File: config.mk
export PLATFORM = sky130hd
export DESIGN_NAME = sync_burst_reader
export DESIGN_NICKNAME = d
export VERILOG_FILES = /design/src/rtl/sbr_pkg.sv /design/src/rtl/sbr_cfg_decode.sv /design/src/rtl/sbr_addr_gen.sv /design/src/rtl/sbr_seq_ctrl.sv /design/src/rtl/sync_burst_reader.sv
export SDC_FILE = /design/constraint.sdc
export NUM_CORES = 1
export LEC_CHECK = 0
export BUFFER_PORTS_ARGS = -buffer_cell sky130_fd_sc_hd__buf_2
export CORE_ASPECT_RATIO = 1.1
export CORE_UTILIZATION = 57
export DETAILED_ROUTE_END_ITERATION = 10
export PLACE_DENSITY = 0.86
export SLEW_MARGIN = 15
export SYNTH_ARGS = -nofsm -noshare
export SYNTH_HDL_FRONTEND = slang
export SYNTH_HIERARCHICAL = 1
export SYNTH_SLANG_ARGS = --single-unit
File: constraint.sdc
create_clock -name clk -period 10.3 [get_ports clk]
set_clock_uncertainty 0.15 [all_clocks]
set_input_delay 2.06 -clock clk [delete_from_list [all_inputs] [get_ports clk]]
set_output_delay 2.06 -clock clk [all_outputs]
set_load 0.01 [all_outputs]
File: src/rtl/sbr_pkg.sv
package sbr_pkg;

    localparam int CFG_W = 16;

    // bit positions inside the configuration word
    localparam int B_PAGE    = 15;
    localparam int B_RSV_HI  = 14;
    localparam int B_LAT_HI  = 13;
    localparam int B_LAT_LO  = 11;
    localparam int B_WPOL    = 10;
    localparam int B_HOLD2   = 9;
    localparam int B_WEARLY  = 8;
    localparam int B_LINEAR  = 7;
    localparam int B_RISE    = 6;
    localparam int B_RSV_LO1 = 5;
    localparam int B_RSV_LO0 = 4;
    localparam int B_NOWRAP  = 3;
    localparam int B_LEN_HI  = 2;

    localparam logic [CFG_W-1:0] CFG_RESET = 16'hBFCF;

    typedef enum logic [1:0] {
        ST_IDLE = 2'd0,
        ST_LAT  = 2'd1,
        ST_DATA = 2'd2
    } seq_state_e;

    typedef struct packed {
        logic [2:0] lat;
        logic       wait_hi;
        logic       hold2;
        logic       wait_early;
        logic       no_wrap;
        logic       cont;
        logic [4:0] len;
    } burst_cfg_t;

    function automatic logic len_code_ok(input logic [2:0] code);
        return (code == 3'b001) || (code == 3'b010) ||
               (code == 3'b011) || (code == 3'b111);
    endfunction

    function automatic logic [4:0] len_words(input logic [2:0] code);
        logic [4:0] n;
        case (code)
            3'b001:  n = 5'd4;
            3'b010:  n = 5'd8;
            default: n = 5'd16;
        endcase
        return n;
    endfunction

    function automatic burst_cfg_t unpack_cfg(input logic [CFG_W-1:0] w);
        burst_cfg_t c;
        c.lat        = w[B_LAT_HI:B_LAT_LO];
        c.wait_hi    = w[B_WPOL];
        c.hold2      = w[B_HOLD2];
        c.wait_early = w[B_WEARLY];
        c.no_wrap    = w[B_NOWRAP];
        c.cont       = (w[B_LEN_HI:0] == 3'b111);
        c.len        = len_words(w[B_LEN_HI:0]);
        return c;
    endfunction

endpackage

File: src/rtl/sbr_cfg_decode.sv
module sbr_cfg_decode
    import sbr_pkg::*;
(
    input  logic [CFG_W-1:0] word,
    output burst_cfg_t       cfg,
    output logic             page_mode,
    output logic             bad
);
    logic rsv_set;
    logic lat_bad;
    logic combo_bad;

    always_comb begin
        cfg       = unpack_cfg(word);
        page_mode = word[B_PAGE];
        rsv_set   = word[B_RSV_HI] | word[B_RSV_LO1] | word[B_RSV_LO0];
        lat_bad   = (word[B_LAT_HI:B_LAT_LO] < 3'd2);
        // shortest latency cannot host a WAIT lead of two clocks
        combo_bad = (word[B_LAT_HI:B_LAT_LO] == 3'd2) & word[B_HOLD2] & word[B_WEARLY];
        bad       = rsv_set | lat_bad | combo_bad | ~word[B_LINEAR] | ~word[B_RISE]
                  | ~len_code_ok(word[B_LEN_HI:0]);
    end

endmodule

File: src/rtl/sbr_addr_gen.sv
module sbr_addr_gen #(
    parameter int AW = 16
) (
    input  logic          clk,
    input  logic          rst,
    input  logic          load,
    input  logic          step,
    input  logic [AW-1:0] load_addr,
    input  logic          no_wrap,
    input  logic          cont,
    input  logic [4:0]    len,
    output logic [AW-1:0] addr
);
    logic [AW-1:0] mask;
    logic [AW-1:0] nxt_lin;
    logic [AW-1:0] nxt_wrap;
    logic          wrap_en;

    always_comb begin
        mask     = AW'(len) - AW'(1);
        nxt_lin  = addr + AW'(1);
        nxt_wrap = (addr & ~mask) | (nxt_lin & mask);
        wrap_en  = ~no_wrap & ~cont;
    end

    always_ff @(posedge clk) begin
        if (rst) begin
            addr <= '0;
        end else if (load) begin
            addr <= load_addr;
        end else if (step) begin
            addr <= wrap_en ? nxt_wrap : nxt_lin;
        end
    end

endmodule

File: src/rtl/sbr_seq_ctrl.sv
module sbr_seq_ctrl
    import sbr_pkg::*;
(
    input  logic       clk,
    input  logic       rst,
    input  logic       start,
    input  logic       abort,
    input  logic [2:0] lat_new,
    input  logic [2:0] lat_q,
    input  logic       hold2_q,
    input  logic       early_q,
    input  logic       cont_q,
    input  logic [4:0] len_q,
    output logic       busy,
    output logic       dvalid,
    output logic       advance,
    output logic       wait_act
);
    seq_state_e st;
    logic [2:0] rem;
    logic       hsecond;
    logic [4:0] wcnt;
    logic [1:0] grp;

    logic       word_done;
    logic       last_word;
    logic       gap_due;
    logic [2:0] lead;

    always_comb begin
        word_done = (st == ST_DATA) && (!hold2_q || hsecond);
        last_word = !cont_q && (wcnt == len_q - 5'd1);
        gap_due   = !hold2_q && (lat_q > 3'd4) && (grp == 2'd3);
        lead      = early_q ? (hold2_q ? 3'd2 : 3'd1) : 3'd0;
        busy      = (st != ST_IDLE);
        dvalid    = (st == ST_DATA);
        advance   = word_done && !last_word;
        case (st)
            ST_LAT:  wait_act = (rem > lead);
            ST_DATA: wait_act = early_q && word_done && !last_word && gap_due;
            default: wait_act = 1'b0;
        endcase
    end

    always_ff @(posedge clk) begin
        if (rst) begin
            st      <= ST_IDLE;
            rem     <= '0;
            hsecond <= 1'b0;
            wcnt    <= '0;
            grp     <= '0;
        end else if (start) begin
            st      <= ST_LAT;
            rem     <= lat_new - 3'd1;
            hsecond <= 1'b0;
            wcnt    <= '0;
            grp     <= '0;
        end else if (abort) begin
            st <= ST_IDLE;
        end else begin
            case (st)
                ST_LAT: begin
                    if (rem == 3'd1) begin
                        st      <= ST_DATA;
                        hsecond <= 1'b0;
                    end else begin
                        rem <= rem - 3'd1;
                    end
                end
                ST_DATA: begin
                    if (!word_done) begin
                        hsecond <= 1'b1;
                    end else if (last_word) begin
                        st <= ST_IDLE;
                    end else begin
                        wcnt    <= wcnt + 5'd1;
                        grp     <= grp + 2'd1;
                        hsecond <= 1'b0;
                        if (gap_due) begin
                            st  <= ST_LAT;
                            rem <= lat_q - 3'd4;
                        end
                    end
                end
                default: st <= ST_IDLE;
            endcase
        end
    end

endmodule

File: src/rtl/sync_burst_reader.sv
module sync_burst_reader
    import sbr_pkg::*;
#(
    parameter int AW = 16,
    parameter int DW = 16
) (
    input  logic             clk,
    input  logic             rst,
    input  logic             adv_n,
    input  logic [AW-1:0]    start_addr,
    input  logic [CFG_W-1:0] cfg_word,
    input  logic [DW-1:0]    mem_rdata,
    output logic [AW-1:0]    mem_addr,
    output logic [DW-1:0]    dout,
    output logic             dvalid,
    output logic             wait_o,
    output logic             busy,
    output logic             cfg_err
);
    burst_cfg_t cfg_live;
    burst_cfg_t cfg_q;
    logic       page_mode;
    logic       start;
    logic       abort;
    logic       advance;
    logic       wait_act;
    logic       pol;

    sbr_cfg_decode u_dec (
        .word      (cfg_word),
        .cfg       (cfg_live),
        .page_mode (page_mode),
        .bad       (cfg_err)
    );

    assign start = !adv_n && !page_mode && !cfg_err;
    assign abort = !adv_n && !start;

    always_ff @(posedge clk) begin
        if (rst) begin
            cfg_q <= unpack_cfg(CFG_RESET);
        end else if (start) begin
            cfg_q <= cfg_live;
        end
    end

    sbr_seq_ctrl u_seq (
        .clk      (clk),
        .rst      (rst),
        .start    (start),
        .abort    (abort),
        .lat_new  (cfg_live.lat),
        .lat_q    (cfg_q.lat),
        .hold2_q  (cfg_q.hold2),
        .early_q  (cfg_q.wait_early),
        .cont_q   (cfg_q.cont),
        .len_q    (cfg_q.len),
        .busy     (busy),
        .dvalid   (dvalid),
        .advance  (advance),
        .wait_act (wait_act)
    );

    sbr_addr_gen #(.AW(AW)) u_addr (
        .clk       (clk),
        .rst       (rst),
        .load      (start),
        .step      (advance),
        .load_addr (start_addr),
        .no_wrap   (cfg_q.no_wrap),
        .cont      (cfg_q.cont),
        .len       (cfg_q.len),
        .addr      (mem_addr)
    );

    always_comb begin
        pol    = busy ? cfg_q.wait_hi : cfg_live.wait_hi;
        wait_o = wait_act ? pol : !pol;
        dout   = dvalid ? mem_rdata : '0;
    end

endmodule

### Yosys cells after proc, flatten, opt, wreduce, memory -nomap -nowiden

Cells that the tools add are included.
W data, S select, Z words.

| storage, ports and cells | value |
|---|---|
| register bits | 42 |
| input bits | 51 |
| word-level logic and storage cells | 130 |

| cells by class | value |
|---|---|
| add/sub/neg operators | 8 |
| $lt $le $gt $ge | 3 |
| equal/unequal tests | 22 |
| muxes and demuxes | 28 |
| bitwise operators | 21 |
| reductions and logical operators | 34 |

Operators with widths:

| cell | count |
|---|---|
| $mux W16 | 4 |
| $and A16 B16 Y16 | 2 |
| $mux W3 | 7 |
| $add A16 B1 Y16 const B | 1 |
| $not A16 Y16 | 1 |
| $or A16 B16 Y16 | 1 |
| $logic_and A1 B1 Y1 | 11 |
| $mux W2 | 5 |
| $pmux W5 S2 | 1 |
| $eq A3 B2 Y1 const B | 3 |
| $ne A3 B1 Y1 const B | 3 |
| $ne A3 B3 Y1 const B | 3 |
| $logic_not A1 Y1 | 8 |
| $reduce_and A4 Y1 | 2 |
| $mux W1 | 7 |
| $not A1 Y1 | 7 |
| $or A1 B1 Y1 | 7 |
| $eq A3 B1 Y1 const B | 2 |
| $pmux W3 S2 | 1 |
| $reduce_and A3 Y1 | 2 |
| $reduce_and A6 Y1 | 1 |
| $reduce_bool A2 Y1 | 3 |
| $sub A3 B1 Y3 const B | 2 |
| $sub A5 B1 Y6 const B | 1 |
| 23 further kinds | 31 |

### Logic depth before layout (Yosys ltp)

| logic depth | value |
|---|---|
| word-level depth | 13 |
| mapped depth | 12 |
| depth with buffers taken out | 11 |

### Modules after synthesis

The synthesis kept the hierarchy.

Modules (own cells, without submodules):

| module | instances | cells each | area an instance (µm²) | seq. area each (µm²) |
|---|---|---|---|---|
| sbr_addr_gen | 1 | 155 | 1207.4 | 320.3 |
| sbr_seq_ctrl | 1 | 138 | 1111.1 | 260.2 |
| sync_burst_reader | 1 | 80 | 685.7 | 260.2 |
| sbr_cfg_decode | 1 | 23 | 155.1 | 0.0 |

### Worst setup path after synthesis

OpenSTA, ideal clock, no wires.

| timing path | value |
|---|---|
| path kind | input to output |
| start point | input cfg_word[10] |
| end point | output wait_o |
| data arrival time | 2.559 ns |
| data required time | 8.090 ns |
| path slack | 5.531 ns |
| cell stages on the path | 3 |
| cell sequence | buf_4 > mux2i_1 > xor2_1 |

| on the way | value |
|---|---|
| word-level cells in the longest chain between the ends | 3 |

RTL lines:

| element | RTL line | source |
|---|---|---|
| from (decl) | sync_burst_reader.sv:11 | `input logic [CFG_W-1:0] cfg_word,` |
| $mux W1 (*) | sync_burst_reader.sv:77 | `pol = busy ? cfg_q.wait_hi : cfg_live.wait_hi;` |
| $logic_not A1 Y1 | sync_burst_reader.sv:78 | `wait_o = wait_act ? pol : !pol;` |
| $mux W1 (*) | sync_burst_reader.sv:78 |  |
| to (decl) | sync_burst_reader.sv:16 | `output logic wait_o,` |

Every way passes the cells marked *; elsewhere a longest branch is shown, timed or not.

### Worst setup path after layout

| timing path | value |
|---|---|
| start point | register cfg_q[0] (netlist name) |
| end point | output wait_o |

| on the way | value |
|---|---|
| word-level cells in the longest chain between the ends | 8 |

RTL lines:

| element | RTL line | source |
|---|---|---|
| from (decl) | sync_burst_reader.sv:21 | `burst_cfg_t cfg_q;` |
| from (signal assigned) | sync_burst_reader.sv:41 | `cfg_q <= unpack_cfg(CFG_RESET);` |
| from (signal assigned) | sync_burst_reader.sv:43 | `cfg_q <= cfg_live;` |
| $sub A5 B1 Y5 | sbr_seq_ctrl.sv:32 | `last_word = !cont_q && (wcnt == len_q - 5'd1);` |
| $eq A5 B5 Y1 | sbr_seq_ctrl.sv:32 |  |
| $logic_and A1 B1 Y1 | sbr_seq_ctrl.sv:32 |  |
| $logic_not A1 Y1 | sbr_seq_ctrl.sv:40 | `ST_DATA: wait_act = early_q && word_done && !last_word && gap_due;` |
| $logic_and A1 B1 Y1 (2 in a row) | sbr_seq_ctrl.sv:40 |  |
| $pmux W1 S2 | sbr_seq_ctrl.sv:38 | `case (st)` |
| via wait_act | sync_burst_reader.sv:26 | `logic wait_act;` |
| $mux W1 | sync_burst_reader.sv:78 |  |

The timed path passes the listed nets, and every way through them passes these cells.

==> results.json <==
{
  "status": "completed",
  "clockBufferDepth": 2,
  "antenna_found_initial": 0,
  "r2r_setup_slack_ns": 6.33,
  "fin_nets": 528,
  "power_density_mw_per_mm2": 82.8,
  "grtUsageTotal_pct": 25.9,
  "hold_viol_final": 0,
  "ys_types": 70,
  "synthArstFlopShare_pct": 0,
  "whs_path_depth": 2,
  "crit_path_start": "cfg_q[0]$_SDFFE_PP0P_",
  "fin_util_pct": 67.8,
  "cp-endpoint": "wait_o",
  "power_frac_clock_pct": 37.3,
  "swShare_pct": 24.0,
  "setup_viol": 0,
  "arrival_ns": 3.23,
  "startpoint_type": "flop",
  "post_cts_buffers": 0,
  "ctsHoldBuffers": 0,
  "holdWs_ns": 0.352,
  "numCtsBuffers": 5,
  "cts.sinks": 42,
  "worst_pin_slew_ns": 0.868,
  "synthTopCellsByArea": "dfxtp_1 (27%), nor2_1 (5.5%), ha_1 (5.1%)",
  "p_leak_nw": 1.48,
  "ys_warn_count": 6,
  "clk_pin_slew_ns": 0.08,
  "dieArea_mm2": 0.00584,
  "max_cap_viol_count": 0,
  "synth_edf_count": 0,
  "cpMaxStageDelayCell": "nor3b_1",
  "cp-end-kind": "primary output",
  "drive_gt1_share_pct": 26.0,
  "crit_required_ns": 8.09,
  "r2r_cells": 11,
  "vias_per_cell": 5.77,
  "io_pins": 87,
  "final_common_cell": "buf_2",
  "postSynthAreaPerCell_um2": 7.98,
  "vias": 3115,
  "grt_pass1_vias": 2955,
  "grt_pass1_wl_um": 12100,
  "fmax_ghz": 0.184,
  "synth_flop_cell": "dfxtp_1",
  "synthCells": 396,
  "r2r-start": "cfg_q[0]$_SDFFE_PP0P_",
  "num_antenna_cells": 0,
  "tns_ns": 0,
  "max_stage_delay_ns": 0.72,
  "overflow": 0,
  "num_rows": 28,
  "ys_seq_area_share_pct": 26.6,
  "rsz0062_at_grt": "false",
  "die_h_um": 80.1,
  "grt_max_degree": 54,
  "p_int_uw": 228,
  "ys_seq_elements": 42,
  "slew_headroom_pct": 42.0,
  "drtAntennaViolNets": 0,
  "core_area_mm2": 0.00536,
  "final_cell_mix": "buf_2 (86), nor2_1 (46), dfxtp_1 (42)",
  "drc_errors": 0,
  "routed_wirelength_um": 7390,
  "place_congestion": 0.871,
  "h-tree-depth": 2,
  "critical_path_class": "reg -> out",
  "peakVddDrop_mv": 0.0674,
  "die_x_um": 73.0,
  "start_util_pct": 58.9,
  "first_pass_iters": 4,
  "pwr-share-seq_pct": 54.4,
  "hold_class": "reg -> reg",
  "fin_crit_sh_pct": 52.8,
  "dp.cells": 532,
  "area_growth_pct": 15.0,
  "synth_top_area_share_pct": 26.6,
  "netlist_area_mm2": 0.00316,
  "routedWlPerCell_um": 13.7,
  "pwr-share-comb_pct": 8.2,
  "synth_top_area_cell": "dfxtp_1",
  "p_switching_uw": 72.2,
  "maxSlewViolCount": 0,
  "portBuffers": 86,
  "worst-path-max-fanout": 8,
  "cts_tree": "done",
  "drt_iter0_drc": 162,
  "path_cells": "inv_1 > ha_1 > nand2b_1 > a21o_2 > a31oi_2 > nor2_4 > nor3b_1 > a41o_1 > xor2_1 > buf_2",
  "cts-root-buf": "clkbuf_8",
  "period_needed_ns": 5.44,
  "hpwl_um": 5410,
  "ctsResizeCount": 0,
  "final_cells": 540,
  "clk_latency_ns": 0.30
}
## through the flow
stage | worst slack (ns) | area (um2) | total power [mW]
6_report | 4.86 | 3630 | 0.301
5_1_grt | 4.62 | 3630 | 0.311
4_1_cts | 4.84 | 3630 | 0.304
3_5_place_dp | 4.86 | 3530 | 0.192
3_3_place_gp | 4.89 | 3530 | 0.191
2_1_floorplan | 5.53 | 3160 | 0.183
## final cells by class
cell class                      count  area, um2
Multi-Input combinational cell    303       2070
Tap cell                           75       93.8
Clock buffer                        6       82.6
Sequential cell                    42        841
Inverter                           24       90.1
Clock inverter                      2       12.5
Timing Repair Buffer               88        445
Fill cell                         474       1730
## power groups by stage
stage	Clock, mW	Sequential (mW)	Combinational [mW]
floorplan	0	0.168	0.0151
global placement	0	0.167	0.0238
detailed placement	0	0.168	0.0247
CTS	0.115	0.164	0.0248
global route	0.120	0.164	0.0275
finish	0.112	0.164	0.0247
## how the worst min path moves through the flow
stage	from	endpoint	slack, ns
5_1_grt	flop	flop	0.40
3_5_place_dp	flop	flop	0.34
2_1_floorplan	u_seq/grp[1]$_SDFFE_PP0P_	u_seq/grp[1]$_SDFFE_PP0P_	0.32
4_1_cts	flop	flop	0.35
3_3_place_gp	u_seq/grp[1]$_SDFFE_PP0P_	u_seq/grp[1]$_SDFFE_PP0P_	0.33
6_report	flop	flop	0.35
## kinds of logic (layout without fill, tap and decap cells)
kind of cell / after synthesis / after routing / synth area share [%]
AOI/OAI and AO/OA: 91 / 91 / 21.0
and+or+nand+nor: 166 / 166 / 29.5
other: 1 / 2 / 0.119
xor gates and xnor gates: 16 / 16 / 4.44
adders and majority gates: 13 / 13 / 5.15
DFF: 42 / 42 / 26.6
buffers and inverters: 52 / 120 / 8.40
muxes: 15 / 15 / 4.79
## critical path, delay by kind of cell, from the launching register on
family	cells	cell delay, ns
xor+xnor	1	0.14
buf+inv	2	0.23
simple gates	3	0.98
compound gates	3	0.83
fa+ha+maj	1	0.24
flops	1	0.51
## layer usage
metal	up-vias	share of wire (%)	GRT usage, %
met3	9	4.7	3.89
met5	-	0	0
li1	1543	-	-
met1	1462	43	27.4
met4	0	1.4	9.61
met2	101	51	50.2
## synth_stat cells (6+ instances only)
cell type,instances
a21oi_1,27
nand4_1,6
nor2_1,46
nand2_1,25
nand2b_1,6
and3_1,6
mux2i_1,14
and2_1,16
inv_1,23
o31ai_1,11
ha_1,13
buf_4,12
clkbuf_1,9
nand3_1,11
dfxtp_1,42
o21ai_0,6
xnor2_1,11
Power figures use the tool's default switching activity.
